### src/rtl/fir_sa_pkg.sv
package fir_sa_pkg;

  function automatic int abs_i(input int v);
    return (v < 0) ? -v : v;
  endfunction

  // number of trailing zero bits of |v| (0 for v == 0)
  function automatic int tz_count(input int v);
    int t;
    int n;
    t = abs_i(v);
    n = 0;
    for (int i = 0; i < 31; i++) begin
      if (t != 0 && (t % 2) == 0) begin
        t = t / 2;
        n++;
      end
    end
    return n;
  endfunction

  // odd fundamental of a coefficient: |v| with trailing zeros removed
  function automatic int odd_part(input int v);
    return abs_i(v) >> tz_count(v);
  endfunction

  // canonical signed digit of non-negative v at bit position pos: -1, 0 or +1
  function automatic int csd_digit(input int v, input int pos);
    int t;
    int d;
    int r;
    t = v;
    r = 0;
    for (int i = 0; i < 32; i++) begin
      if ((t % 2) != 0) begin
        d = ((t % 4) == 3) ? -1 : 1;
        t = t - d;
      end else begin
        d = 0;
      end
      if (i == pos) r = d;
      t = t / 2;
    end
    return r;
  endfunction

  function automatic int acc_width(input int in_w, input int coef_w, input int taps);
    return in_w + coef_w + $clog2(taps);
  endfunction

endpackage

### src/rtl/fir_csd_const.sv
// Multiplies a signed sample by one positive odd constant using only
// shifted additions and subtractions chosen by the constant's CSD digits.
module fir_csd_const
  import fir_sa_pkg::*;
#(
  parameter int IN_W  = 12,
  parameter int OUT_W = 23,
  parameter int K     = 1,
  parameter int SPAN  = 9
) (
  input  logic signed [IN_W-1:0]  x_i,
  output logic signed [OUT_W-1:0] p_o
);

  logic signed [OUT_W-1:0] x_ext;
  logic signed [OUT_W-1:0] part [SPAN+1];

  assign x_ext   = {{(OUT_W-IN_W){x_i[IN_W-1]}}, x_i};
  assign part[0] = '0;

  for (genvar b = 0; b < SPAN; b++) begin : g_dig
    localparam int D = csd_digit(K, b);
    if (D == 1) begin : g_add
      assign part[b+1] = part[b] + (x_ext <<< b);
    end else if (D == -1) begin : g_sub
      assign part[b+1] = part[b] - (x_ext <<< b);
    end else begin : g_pass
      assign part[b+1] = part[b];
    end
  end

  assign p_o = part[SPAN];

endmodule

### src/rtl/fir_mcm_bank.sv
// Shared constant-multiplication block: one shift-add term per distinct
// odd fundamental, reused by every tap whose coefficient reduces to it.
module fir_mcm_bank
  import fir_sa_pkg::*;
#(
  parameter int IN_W   = 12,
  parameter int COEF_W = 8,
  parameter int TAPS   = 7,
  parameter int ACC_W  = 23,
  parameter logic [TAPS*COEF_W-1:0] COEFS = '0
) (
  input  logic                    clk_i,
  input  logic                    rst_i,
  input  logic signed [IN_W-1:0]  x_i,
  output logic [TAPS*ACC_W-1:0]   prod_o
);

  localparam int PROD_W = IN_W + COEF_W;

  function automatic int coef_at(input int k);
    return int'($signed(COEFS[k*COEF_W +: COEF_W]));
  endfunction

  // first tap whose coefficient has the same odd fundamental as tap k
  function automatic int leader(input int k);
    int r;
    bit found;
    r = k;
    found = 1'b0;
    for (int j = 0; j < TAPS; j++) begin
      if (j < k && !found && odd_part(coef_at(j)) == odd_part(coef_at(k))) begin
        r = j;
        found = 1'b1;
      end
    end
    return r;
  endfunction

  logic signed [ACC_W-1:0] fund [TAPS];
  logic signed [ACC_W-1:0] prod [TAPS];

  for (genvar k = 0; k < TAPS; k++) begin : g_tap
    localparam int CV  = coef_at(k);
    localparam int ODD = odd_part(CV);
    localparam int SH  = tz_count(CV);
    localparam int LD  = leader(k);

    if (LD == k && ODD != 0) begin : g_fund
      fir_csd_const #(
        .IN_W (IN_W),
        .OUT_W(ACC_W),
        .K    (ODD),
        .SPAN (COEF_W + 1)
      ) u_fund (
        .x_i(x_i),
        .p_o(fund[k])
      );
    end else begin : g_nofund
      assign fund[k] = '0;
    end

    if (ODD == 0) begin : g_zero
      assign prod[k] = '0;
    end else if (CV < 0) begin : g_neg
      assign prod[k] = -(fund[LD] <<< SH);
    end else begin : g_pos
      assign prod[k] = fund[LD] <<< SH;
    end

    assign prod_o[k*ACC_W +: ACC_W] = prod[k];

    // product stays within IN_W+COEF_W signed bits
    a_r6_prod_fits: assert property (@(posedge clk_i) disable iff (rst_i)
      (prod[k][ACC_W-1:PROD_W-1] == '0) || (prod[k][ACC_W-1:PROD_W-1] == '1));

    if (CV != 0) begin : g_sgn
      // positive sample gives a product with the coefficient's sign
      a_r6_prod_sign: assert property (@(posedge clk_i) disable iff (rst_i)
        (x_i > 0) |-> ((prod[k] < 0) == (CV < 0)));
    end
  end

  // a zero sample yields zero on every tap product
  a_r6_zero_in: assert property (@(posedge clk_i) disable iff (rst_i)
    (x_i == '0) |-> (prod_o == '0));

endmodule

### src/rtl/fir_tap_chain.sv
// Transposed accumulation chain: one registered adder per tap boundary,
// plus the registered output adder for tap 0.
module fir_tap_chain #(
  parameter int TAPS  = 7,
  parameter int ACC_W = 23
) (
  input  logic                    clk_i,
  input  logic                    rst_i,
  input  logic                    en_i,
  input  logic [TAPS*ACC_W-1:0]   prod_i,
  output logic signed [ACC_W-1:0] y_o,
  output logic                    vld_o
);

  logic signed [ACC_W-1:0] s_q [TAPS-1];

  for (genvar k = 0; k < TAPS-1; k++) begin : g_stage
    logic signed [ACC_W-1:0] up;
    if (k == TAPS-2) begin : g_last
      assign up = '0;
    end else begin : g_mid
      assign up = s_q[k+1];
    end

    always_ff @(posedge clk_i) begin
      if (rst_i) begin
        s_q[k] <= '0;
      end else if (en_i) begin
        s_q[k] <= $signed(prod_i[(k+1)*ACC_W +: ACC_W]) + up;
      end
    end
  end

  always_ff @(posedge clk_i) begin
    if (rst_i) begin
      y_o   <= '0;
      vld_o <= 1'b0;
    end else begin
      vld_o <= en_i;
      if (en_i) begin
        y_o <= $signed(prod_i[0 +: ACC_W]) + s_q[0];
      end
    end
  end

  // valid output exactly one cycle after an accepted sample
  a_r2_valid_follows: assert property (@(posedge clk_i) disable iff (rst_i)
    vld_o == ($past(en_i) && !$past(rst_i)));

  // output word frozen when no sample is accepted
  a_r3_out_hold: assert property (@(posedge clk_i) disable iff (rst_i)
    !en_i |=> $stable(y_o));

  // chain frozen when no sample is accepted
  a_r3_chain_hold: assert property (@(posedge clk_i) disable iff (rst_i)
    !en_i |=> $stable(s_q[0]));

  // reset leaves output, valid and chain head cleared
  a_r4_reset_clears: assert property (@(posedge clk_i)
    rst_i |=> (vld_o == 1'b0 && y_o == '0 && s_q[0] == '0));

endmodule

### src/rtl/fir_shiftadd_top.sv
module fir_shiftadd_top
  import fir_sa_pkg::*;
#(
  parameter int IN_W   = 12,
  parameter int COEF_W = 8,
  parameter int TAPS   = 7,
  parameter logic [TAPS*COEF_W-1:0] COEFS =
    {8'h03, 8'hFB, 8'h0B, 8'h17, 8'h0B, 8'hFB, 8'h03}
) (
  input  logic                                          clk,
  input  logic                                          rst,
  input  logic                                          in_valid,
  input  logic signed [IN_W-1:0]                        in_sample,
  output logic                                          out_valid,
  output logic signed [IN_W+COEF_W+$clog2(TAPS)-1:0]    out_sample
);

  localparam int ACC_W = acc_width(IN_W, COEF_W, TAPS);

  logic [TAPS*ACC_W-1:0] prod;

  fir_mcm_bank #(
    .IN_W  (IN_W),
    .COEF_W(COEF_W),
    .TAPS  (TAPS),
    .ACC_W (ACC_W),
    .COEFS (COEFS)
  ) u_bank (
    .clk_i (clk),
    .rst_i (rst),
    .x_i   (in_sample),
    .prod_o(prod)
  );

  fir_tap_chain #(
    .TAPS (TAPS),
    .ACC_W(ACC_W)
  ) u_chain (
    .clk_i (clk),
    .rst_i (rst),
    .en_i  (in_valid),
    .prod_i(prod),
    .y_o   (out_sample),
    .vld_o (out_valid)
  );

endmodule

### config.mk
export PLATFORM = sky130hd
export DESIGN_NAME = fir_shiftadd_top
export DESIGN_NICKNAME = d
export VERILOG_FILES = /design/src/rtl/fir_sa_pkg.sv /design/src/rtl/fir_csd_const.sv /design/src/rtl/fir_mcm_bank.sv /design/src/rtl/fir_tap_chain.sv /design/src/rtl/fir_shiftadd_top.sv
export SDC_FILE = /design/constraint.sdc
export NUM_CORES = 1
export LEC_CHECK = 0
export ABC_AREA = 1
export CORE_ASPECT_RATIO = 1.25
export CORE_MARGIN = 5
export CORE_UTILIZATION = 25
export DETAILED_ROUTE_END_ITERATION = 12
export DONT_BUFFER_PORTS = 1
export HOLD_SLACK_MARGIN = 0.15
export SETUP_SLACK_MARGIN = 0.02
export SYNTH_ARGS = -nofsm -noshare
export SYNTH_HDL_FRONTEND = slang
export SYNTH_HIERARCHICAL = 1
export SYNTH_SLANG_ARGS = --single-unit
### constraint.sdc
create_clock -name clk -period 3.6 [get_ports clk]
set_input_delay 0.18 -clock clk [delete_from_list [all_inputs] [get_ports clk]]
set_output_delay 0.18 -clock clk [all_outputs]
set_load 0.02 [all_outputs]
==> results of run 1 <==
==> how the worst max path moves through the flow <==
stage / endpoint / slack (ps) / from
after detailed placement: u_chain/s_q[0][18] / -140 / in_sample[0]
after CTS: u_chain/s_q[0][18] / 330 / in_sample[0]
after floorplan: u_chain/s_q[0][0] / 310 / in_valid
final: u_chain/s_q[0][13] / 340 / in_sample[0]
after global routing: u_chain/s_q[0][13] / 50 / in_sample[0]
after global placement: u_chain/s_q[0][13] / -140 / in_sample[0]
==> cell usage after synthesis (4+ instances only) <==
library cell / count
a21oi_1: 183
a21oi_2: 4
and2_1: 9
buf_2: 6
buf_4: 103
clkbuf_1: 10
dfxtp_1: 24
edfxtp_1: 138
fa_1: 25
ha_1: 193
inv_1: 555
inv_2: 13
nand2_1: 993
nand2_2: 37
nand3_1: 142
nand3_2: 13
nand3b_1: 12
nand4_1: 31
nor2_1: 360
nor2_2: 28
nor2_4: 8
nor3_1: 18
nor3_2: 6
o21a_1: 6
o21ai_0: 79
o21ai_1: 5
o21bai_1: 9
xnor2_1: 18
xor2_1: 27
==> sequential cells by signal (all words and copies together) (netlist names) <==
signal         count
u_chain/y_o       23
u_chain/s_q      138
u_chain/vld_o      1
==> cell families after synthesis <==
family	Yosys count
compound gates	291
xor+xnor	45
fa+ha+maj	218
buf+inv	690
flops	162
simple gates	1671
==> cell usage in the layout, fill, tap and decap left out, types with 3 or more instances in the layout <==
cell type        n
buf_12           3
ha_1           193
nor3_2           6
xnor2_1         18
xor2_1          27
dfxtp_1         24
nor2_1         358
nor3_1          18
nor2_2          29
inv_6            6
and2_1           9
nand4_1         31
nand3_1        142
fa_1            25
nor3b_1          3
inv_2           13
o21a_1           6
a21oi_2          5
or2_1            3
nand2_2         37
clkbuf_16       17
dlygate4sd3_1    3
o21bai_1         9
clkinvlp_4       4
a21oi_1        182
inv_1          554
buf_4           55
nand3b_1        12
o21ai_1          5
edfxtp_1       138
nand2_1        993
o21ai_0         79
nand3_2         13
nor2_4           9
==> through the flow <==
stage | TNS [ps] | hold slack, ps | worst slack [ps]
2_1_floorplan | 0 | 405 | 305
3_3_place_gp | -475 | 397 | -144
3_5_place_dp | -499 | 404 | -136
4_1_cts | 0 | 241 | 329
5_1_grt | 0 | 236 | 49.0
6_report | 0 | 251 | 340
==> worst max-delay path, delay by kind of cell <==
kind | cells | cell delay, ps
AO/OA/AOI/OAI | 2 | 310
XOR/XNOR | 2 | 280
adder cells (fa/ha/maj) | 3 | 1070
AND/OR/NAND/NOR | 11 | 1580
==> cell type report <==
cell class	instances	area share
timing repair buffer	61	0.0239
sequential	162	0.220
inverter	569	0.102
clock buffer	19	0.0206
multi-input combinational	2225	0.565
clock inverter	13	0.00714
tap	1044	0.0621
==> where the power goes <==
| group | total [mW] | internal [mW] | leakage (nW) | switching, mW |
|---|---|---|---|---|
| Clock | 1.88 | 1.04 | 0.275 | 0.845 |
| Sequential | 2.67 | 2.41 | 1.71 | 0.257 |
| Combinational | 6.12 | 2.03 | 9.14 | 4.09 |
==> routing by layer <==
layer | vias to the layer above | share of wire
met4 | 0 | 0.042
met1 | 7980 | 0.43
met5 | - | 0
met3 | 102 | 0.027
met2 | 288 | 0.50
li1 | 9447 | -
==> repair_timing <==
action,4_1_cts,5_1_grt
resized for setup,0,2
endpoints found under the hold margin,28,0
setup endpoints to repair,0,2
hold buffers,3,0
==> summary.md, run 1 <==
| Metric | Value |
|---|---|
| Post-route cell area | 0.0210 sq mm |
| IO buf count | 0 |
| Fin. Hold Viols | 0 |
| Max-Cap Viols | 0 |
| Die ar. | 0.0837 sq mm |
| Fin. max-slew vios | 0 |
| Hold Startpoint | in_valid |
| Util after Layout | 0.272 |
| Initial core utilization | 0.252 |
| EDFF count, synth | 138 |
| Cells on worst reg2reg path | 12 |
| Synth Area in Compound Gates | 0.0783 |
| Grt met1 use | 0.160 |
| Pre-antenna DRT Iters | 5 |
| Post-Syn Area per Cell | between 6 and 7 sq um |
| Final Net Count | 3269 |
| Startpoint types | primary input |
| Top FF cell, synth | edfxtp_1 |
| Total track usage | 0.135 |
| FMAX | between 0.3 and 0.4 GHz |
| Critical Path RT | 3770 ps |
| Synth Area in XOR/XNOR | 0.0202 |
| Critical R2R Capture | u_chain/s_q[4][14] |
| Layout fillers | 8729 |
| Clock Root Buffer | clkbuf_16 |
| Crit. End Element | flop |
| CP peak stage delay | 450 ps |
| Final Non-Filler Cells | ~4100 |
| Worst Path Arrival | about 3400 ps |
| Multi-input gate area | 0.0119 sq mm |
| Tmin final | around 3300 ps |
| Slew of the pin with the lowest slew margin | 953 ps |
| Worst path most repeated cell | nand2_1 |
| Finish-stage setup viols | 0 |
| Grt met3 use | 0.0146 |
| Dpl cells | 4058 |
| CTS Buffer Depth | 2 |
| Crit Path Class | primary input to flop |
| Total wire length | roughly 57000 um |
| Min-Delay Path Class | primary input to flop |
| CP max stage cell | fa_1 |
| Core area | between 0.07 and 0.08 sq mm |
| #FFs+latches synth | 162 |
| Status | finished clean |
| Yosys cell types | 43 |
| CP Max Fanout | 9 |
| Die Y | 322 um |
| Reg clk slew, reported paths | roughly 70 ps |
| Register-to-register setup slack | ~1200 ps |
| # DRC | 0 |
| Most area-consuming cells after synthesis | edfxtp_1 (21%), nand2_1 (19%), ha_1 (12%), inv_1 (11%), nor2_1 (6.9%) |
| Gpl congestion | 0.909 |
| Synth Warn # | 6 |
| Dpl hpwl | 46600 um |
| Synth Net Count | ~3300 |
| Cell Pwr Density | 507 mW/mm^2 |
| Initial antenna violation count | 0 |
| Die span in x | 260 um |
| Met2 Use GR | 0.250 |
| LEAKAGE | 11.1 nW |
| Clock Sinks | 162 |
| Post-synth top area cell | edfxtp_1 |
| Simple-gate area share of the yosys netlist | 0.361 |
| Mux cell area share after synthesis | 0 |
| Synth-to-layout area growth | 7.90% |
| Most Crowded Layer GR | met2 |
| Ports | 39 |
| Crit share post-route | 0.906 |
| Post-CTS setup buffers | 0 |
| Routed len/inst | 13.9 um |
| Post-route ant nets | 0 |
| Post-DP Area | 0.0204 sq mm |
| Vias | 17817 |
| Mapped Cells | roughly 3100 |
| 1st-iter DRT viols | 965 |
| Share of layout cells above drive strength 1 | 0.0682 |
| Post-DR vias/cell | between 4 and 5 |
| Inserted Diodes | 0 |
| Largest family of logic cells by synthesized area | simple AND/OR/NAND/NOR gates |
| Largest net degree at the start of global routing | about 140 |
| Synthesized cell area | 0.0195 sq mm |
| TritonCTS clock tree | yes |
| Worst path cell trace | ha_1, fa_1, nand2_1, nand3_1, nand2_1, xnor2_1, nor2_1, nand2_1, nor2_8, nand2_1, xor2_1, ha_1, nand2_1, nor2_1, nand2_1, a21oi_2, o21ai_0, nor3b_2 |
| Worst R2R Start | u_chain/s_q[5][0] |
| Num CTS Buffers | 17 |
| Post-synth ARST share | 0 |
| Setup Skew | 9.54 ps |
| Cell Rows | 114 |
| Worst-Skew Late Latency | ~460 ps |
| FF/Latch Area | 0.00462 sq mm |
| Worst hold path depth | 3 |
| First-pass GRT wire length | 89700 um |
| RSZ-0062 raised after global routing | no |
| Max VDD drop | 381 uV |
| Top cell type's share of synthesized area | 0.213 |
| Total power | roughly 11 mW |
| Worst slew margin | 0.365 |
| GRT overflow | 0 |
| Hold Path End | u_chain/vld_o |
| Vias in the first global route | 17497 |
| Adder-cell share of the synthesized area | 0.150 |
| Sequential element share of the synthesized area | 0.237 |
| CTS HTree Levels | 4 |
(Power assumes the default switching activity.)
==> inputs of run 2 (changes only) <==
--- a/config.mk
+++ b/config.mk
@@ -5,7 +5,8 @@
 export SDC_FILE = /design/constraint.sdc
 export NUM_CORES = 1
 export LEC_CHECK = 0
-export ABC_AREA = 1
+export ABC_AREA = 0
+export CAP_MARGIN = 20
 export CORE_ASPECT_RATIO = 1.25
 export CORE_MARGIN = 5
 export CORE_UTILIZATION = 25
==> summary.md, run 2 <==
| Metric | Value |
|---|---|
| Synthesized cell area | 0.0163 sq mm (-16%) |
| Most frequent cells in the layout | buf_4 (430), nor2_1 (187), ha_1 (150), edfxtp_1 (138), a21oi_1 (100) |
| Vias | 14536 (-18%) |
| Yosys cell types | 89 (+110%) |
| Critical Path RT | 3800 ps (+30 ps) |
| Synth-to-layout area growth | 35.7% |
| TritonCTS clock tree | yes |
| Worst Path Arrival | 4050 ps (+620 ps) |
| Synth Net Count | 2071 (-37%) |
| Hold slack | 187 ps (-64.4 ps) |
| Synth Area in XOR/XNOR | 0.0821 (+0.0619) |
| Register with the most flip-flops | u_chain/s_q |
| Mux cell area share after synthesis | 0.00675 (+0.00675) |
| Post-DP Area | 0.0201 sq mm (-1.7%) |
| Post-DR vias/cell | 4.80 (+10%) |
| Cell Rows | 104 (-8.8%) |
| Largest family of logic cells by synthesized area | compound AO/OA/AOI/OAI gates |
| GRT overflow | 0 (unchanged) |
| Top FF cell, synth | edfxtp_1 |
| Combinational group share of total power | 0.655 (+0.081) |
| Simple-gate area share of the yosys netlist | 0.168 (-0.193) |
| Cell internal pwr | 8.43 mW (+54%) |
| Crit Path Class | primary input to flop |
| Number of flip-flops in the largest register | 138 (unchanged) |
| Finish-stage setup viols | 20 (+20) |
| Pre-CTS setup slack | -993 ps (-858 ps) |
| #FFs+latches synth | 162 (unchanged) |
| Final Non-Filler Cells | 3031 (-26%) |
| CTS HTree Levels | 4 (unchanged) |
| Die Y | 296 um (-8.2%) |
| Initial antenna violation count | 0 (unchanged) |
| Initial core utilization | 0.253 (+0.000636) |
| Post-synth ARST share | 0 (unchanged) |
| LEAKAGE | 9.59 nW (-14%) |
| Post-synth top area cell | edfxtp_1 |
| Cell Pwr Density | 636 mW/mm^2 (+25%) |
| Most area-consuming cells after synthesis | edfxtp_1 (25%), ha_1 (15%), xnor2_1 (4.8%), buf_4 (4.7%), nor2_1 (4.4%) |
| Adder-cell share of the synthesized area | 0.179 (+0.0291) |
| Sequential element share of the synthesized area | 0.283 (+0.0462) |
| Synth Area in Compound Gates | 0.202 (+0.123) |
| Seq pwr share | 0.201 (-0.049) |
| Total power | 14.1 mW (+32%) |
| Post-Syn Area per Cell | 8.88 sq um (+40%) |
| Worst R2R Start | u_chain/s_q[3][0] |
| Crit share post-route | 1.07 (+0.164) |
| RSZ-0062 raised after global routing | yes |
| First-pass GRT wire length | 76200 um (-15%) |
| Failing checks | setup timing |
| Clock Sinks | 162 (unchanged) |
| Most common cell after layout, fill and taps aside | buf_4 |
| CP endpoint | u_chain/s_q[4][18] |
| P_sw | 5.65 mW (+8.8%) |
| Reg clk slew, reported paths | 70 ps (about the same) |
| Setup Skew | 9.12 ps (-0.421 ps) |
| Routed len/inst | 16.0 um (+15%) |
| FMAX | 0.260 GHz (-15%) |
| Worst Setup SP | in_sample[0] |
| Core area | 0.0645 sq mm (-17%) |
| Dpl cells | 2958 (-27%) |
| Synth Warn # | 6 (unchanged) |
| Die span in x | 239 um (-8.2%) |
| Tmin final | 3850 ps (+591 ps) |
| Min-Delay Path Class | primary input to flop |
| Crit. End Element | flop |
| Fin. Hold Viols | 0 (unchanged) |
| CP Max Fanout | 11 (+2) |
| Clock Root Buffer | clkbuf_16 |
| Dpl hpwl | 36800 um (-21%) |
| Vias in the first global route | 15059 (-14%) |
| Worst slew margin | 0.330 (-0.0347) |
| Worst-Skew Late Latency | 460 ps (about the same) |
| Post-route ant nets | 0 (unchanged) |
| Num CTS Buffers | 17 (unchanged) |
| Die ar. | 0.0705 sq mm (-16%) |
| Total track usage | 0.133 (-0.00194) |
| Largest net degree at the start of global routing | 113 (-19%) |
| Post-synth top cells | ha_1 (193), nor2_1 (193), edfxtp_1 (138) |
| Switching Share | 0.401 (-0.0856) |
| Status | complete, but fails checks |
| Fin. max-slew vios | 0 (unchanged) |
| Total wire length | 48300 um (-15%) |
| Setup slack after layout | -251 ps (-591 ps) |
| Mapped Cells | 1838 (-40%) |
| Pre-antenna DRT Iters | 5 (unchanged) |
| 1st-iter DRT viols | 752 (-22%) |
| Util after Layout | 0.343 (+0.0709) |
| IO buf count | 0 (unchanged) |
| Critical R2R Capture | u_chain/s_q[2][14] |
| Top Registers | u_chain/s_q: 138 flops, u_chain/y_o: 23 flops, u_chain/vld_o: 1 flops |
| Final Net Count | 2403 (-26%) |
| Clk pwr share | 0.144 (-0.032) |
| EDFF count, synth | 138 (unchanged) |
| Max-Cap Viols | 0 (unchanged) |
| Register-to-register setup slack | 670 ps (-530 ps) |
| Startpoint types | primary input |
| Setup tns final | -2430 ps (-2430 ps) |
| # DRC | 0 (unchanged) |
| Worst hold path depth | 3 (unchanged) |
| Share of layout cells above drive strength 1 | 0.333 (+0.265) |
| Post-route cell area | 0.0221 sq mm (+5.2%) |
| CTS Buffer Depth | 2 (unchanged) |
| Inserted Diodes | 0 (unchanged) |
| Slew of the pin with the lowest slew margin | 1000 ps (+49.9 ps) |
| Gpl congestion | 0.917 (+0.80%) |
| Cells on worst reg2reg path | 12 (unchanged) |
| Top cell type's share of synthesized area | 0.254 (+0.0414) |
| Ports | 39 (unchanged) |
| Max VDD drop | 441 uV (+16%) |
## run 2: power by group through the flow
stage | clock (mW) | combinational, mW | sequential [mW]
CTS | 2.08 | 8.44 | 2.82
global route | 2.15 | 10.1 | 2.86
global placement | 0 | 8.01 | 2.85
floorplan | 0 | 5.22 | 2.72
detailed placement | 0 | 8.12 | 2.84
finish | 2.03 | 9.23 | 2.83
## run 2: critical path, cell delays in order
cell and delay (ps):
ha_4 150, fa_2 370, xor2_2 160, or4b_4 490, or3_4 410, or4_4 460, xor2_4 200, ha_4 230
and2_4 140, and3_4 180, a221oi_4 270, a21boi_2 120, a221oi_2 220, buf_4 170, buf_4 100, xor2_1 130
nor2_1 50
## run 2: kinds of logic (layout without fill, tap and decap cells)
family / count (synthesis) / count (layout)
simple gates: 563 / 563
compound gates: 488 / 488
buf+inv: 243 / 588
fa+ha+maj: 218 / 218
flops: 162 / 162
xor+xnor: 153 / 153
mux: 11 / 11
## run 2: what timing repair did
action / CTS / global route
setup buffers: 10 / 28
gates cloned: 0 / 0
pin swaps: 31 / 85
gates resized for setup: 62 / 143
hold buffers: 4 / 0
setup endpoints to repair: 26 / 54
endpoints found under the hold margin: 27 / 0
## run 2: worst min path at each step
stage,start,end,slack [ps]
6_report,in_sample[1],u_chain/s_q[5][1],190
5_1_grt,in_sample[1],u_chain/s_q[5][1],210
4_1_cts,in_sample[1],u_chain/s_q[5][1],170
3_3_place_gp,rst,u_chain/y_o[2],260
2_1_floorplan,rst,u_chain/y_o[0],450
3_5_place_dp,rst,u_chain/y_o[2],260
## run 2: area by class of cell
type	count	area, sq um
fill	6582	42400
multi-input combinational	1433	11900
sequential	162	4620
timing repair buffer	450	3470
tap	848	1060
clock buffer	20	437
inverter	106	405
clock inverter	12	204
## run 2: per-layer routing
metal  track usage  part of all wire  vias up
li1              -                 -     7241
met1         0.162              0.44     6969
met2         0.238              0.50      240
met3        0.0173             0.027       86
met4        0.0547             0.032        0
met5             0                 0        -
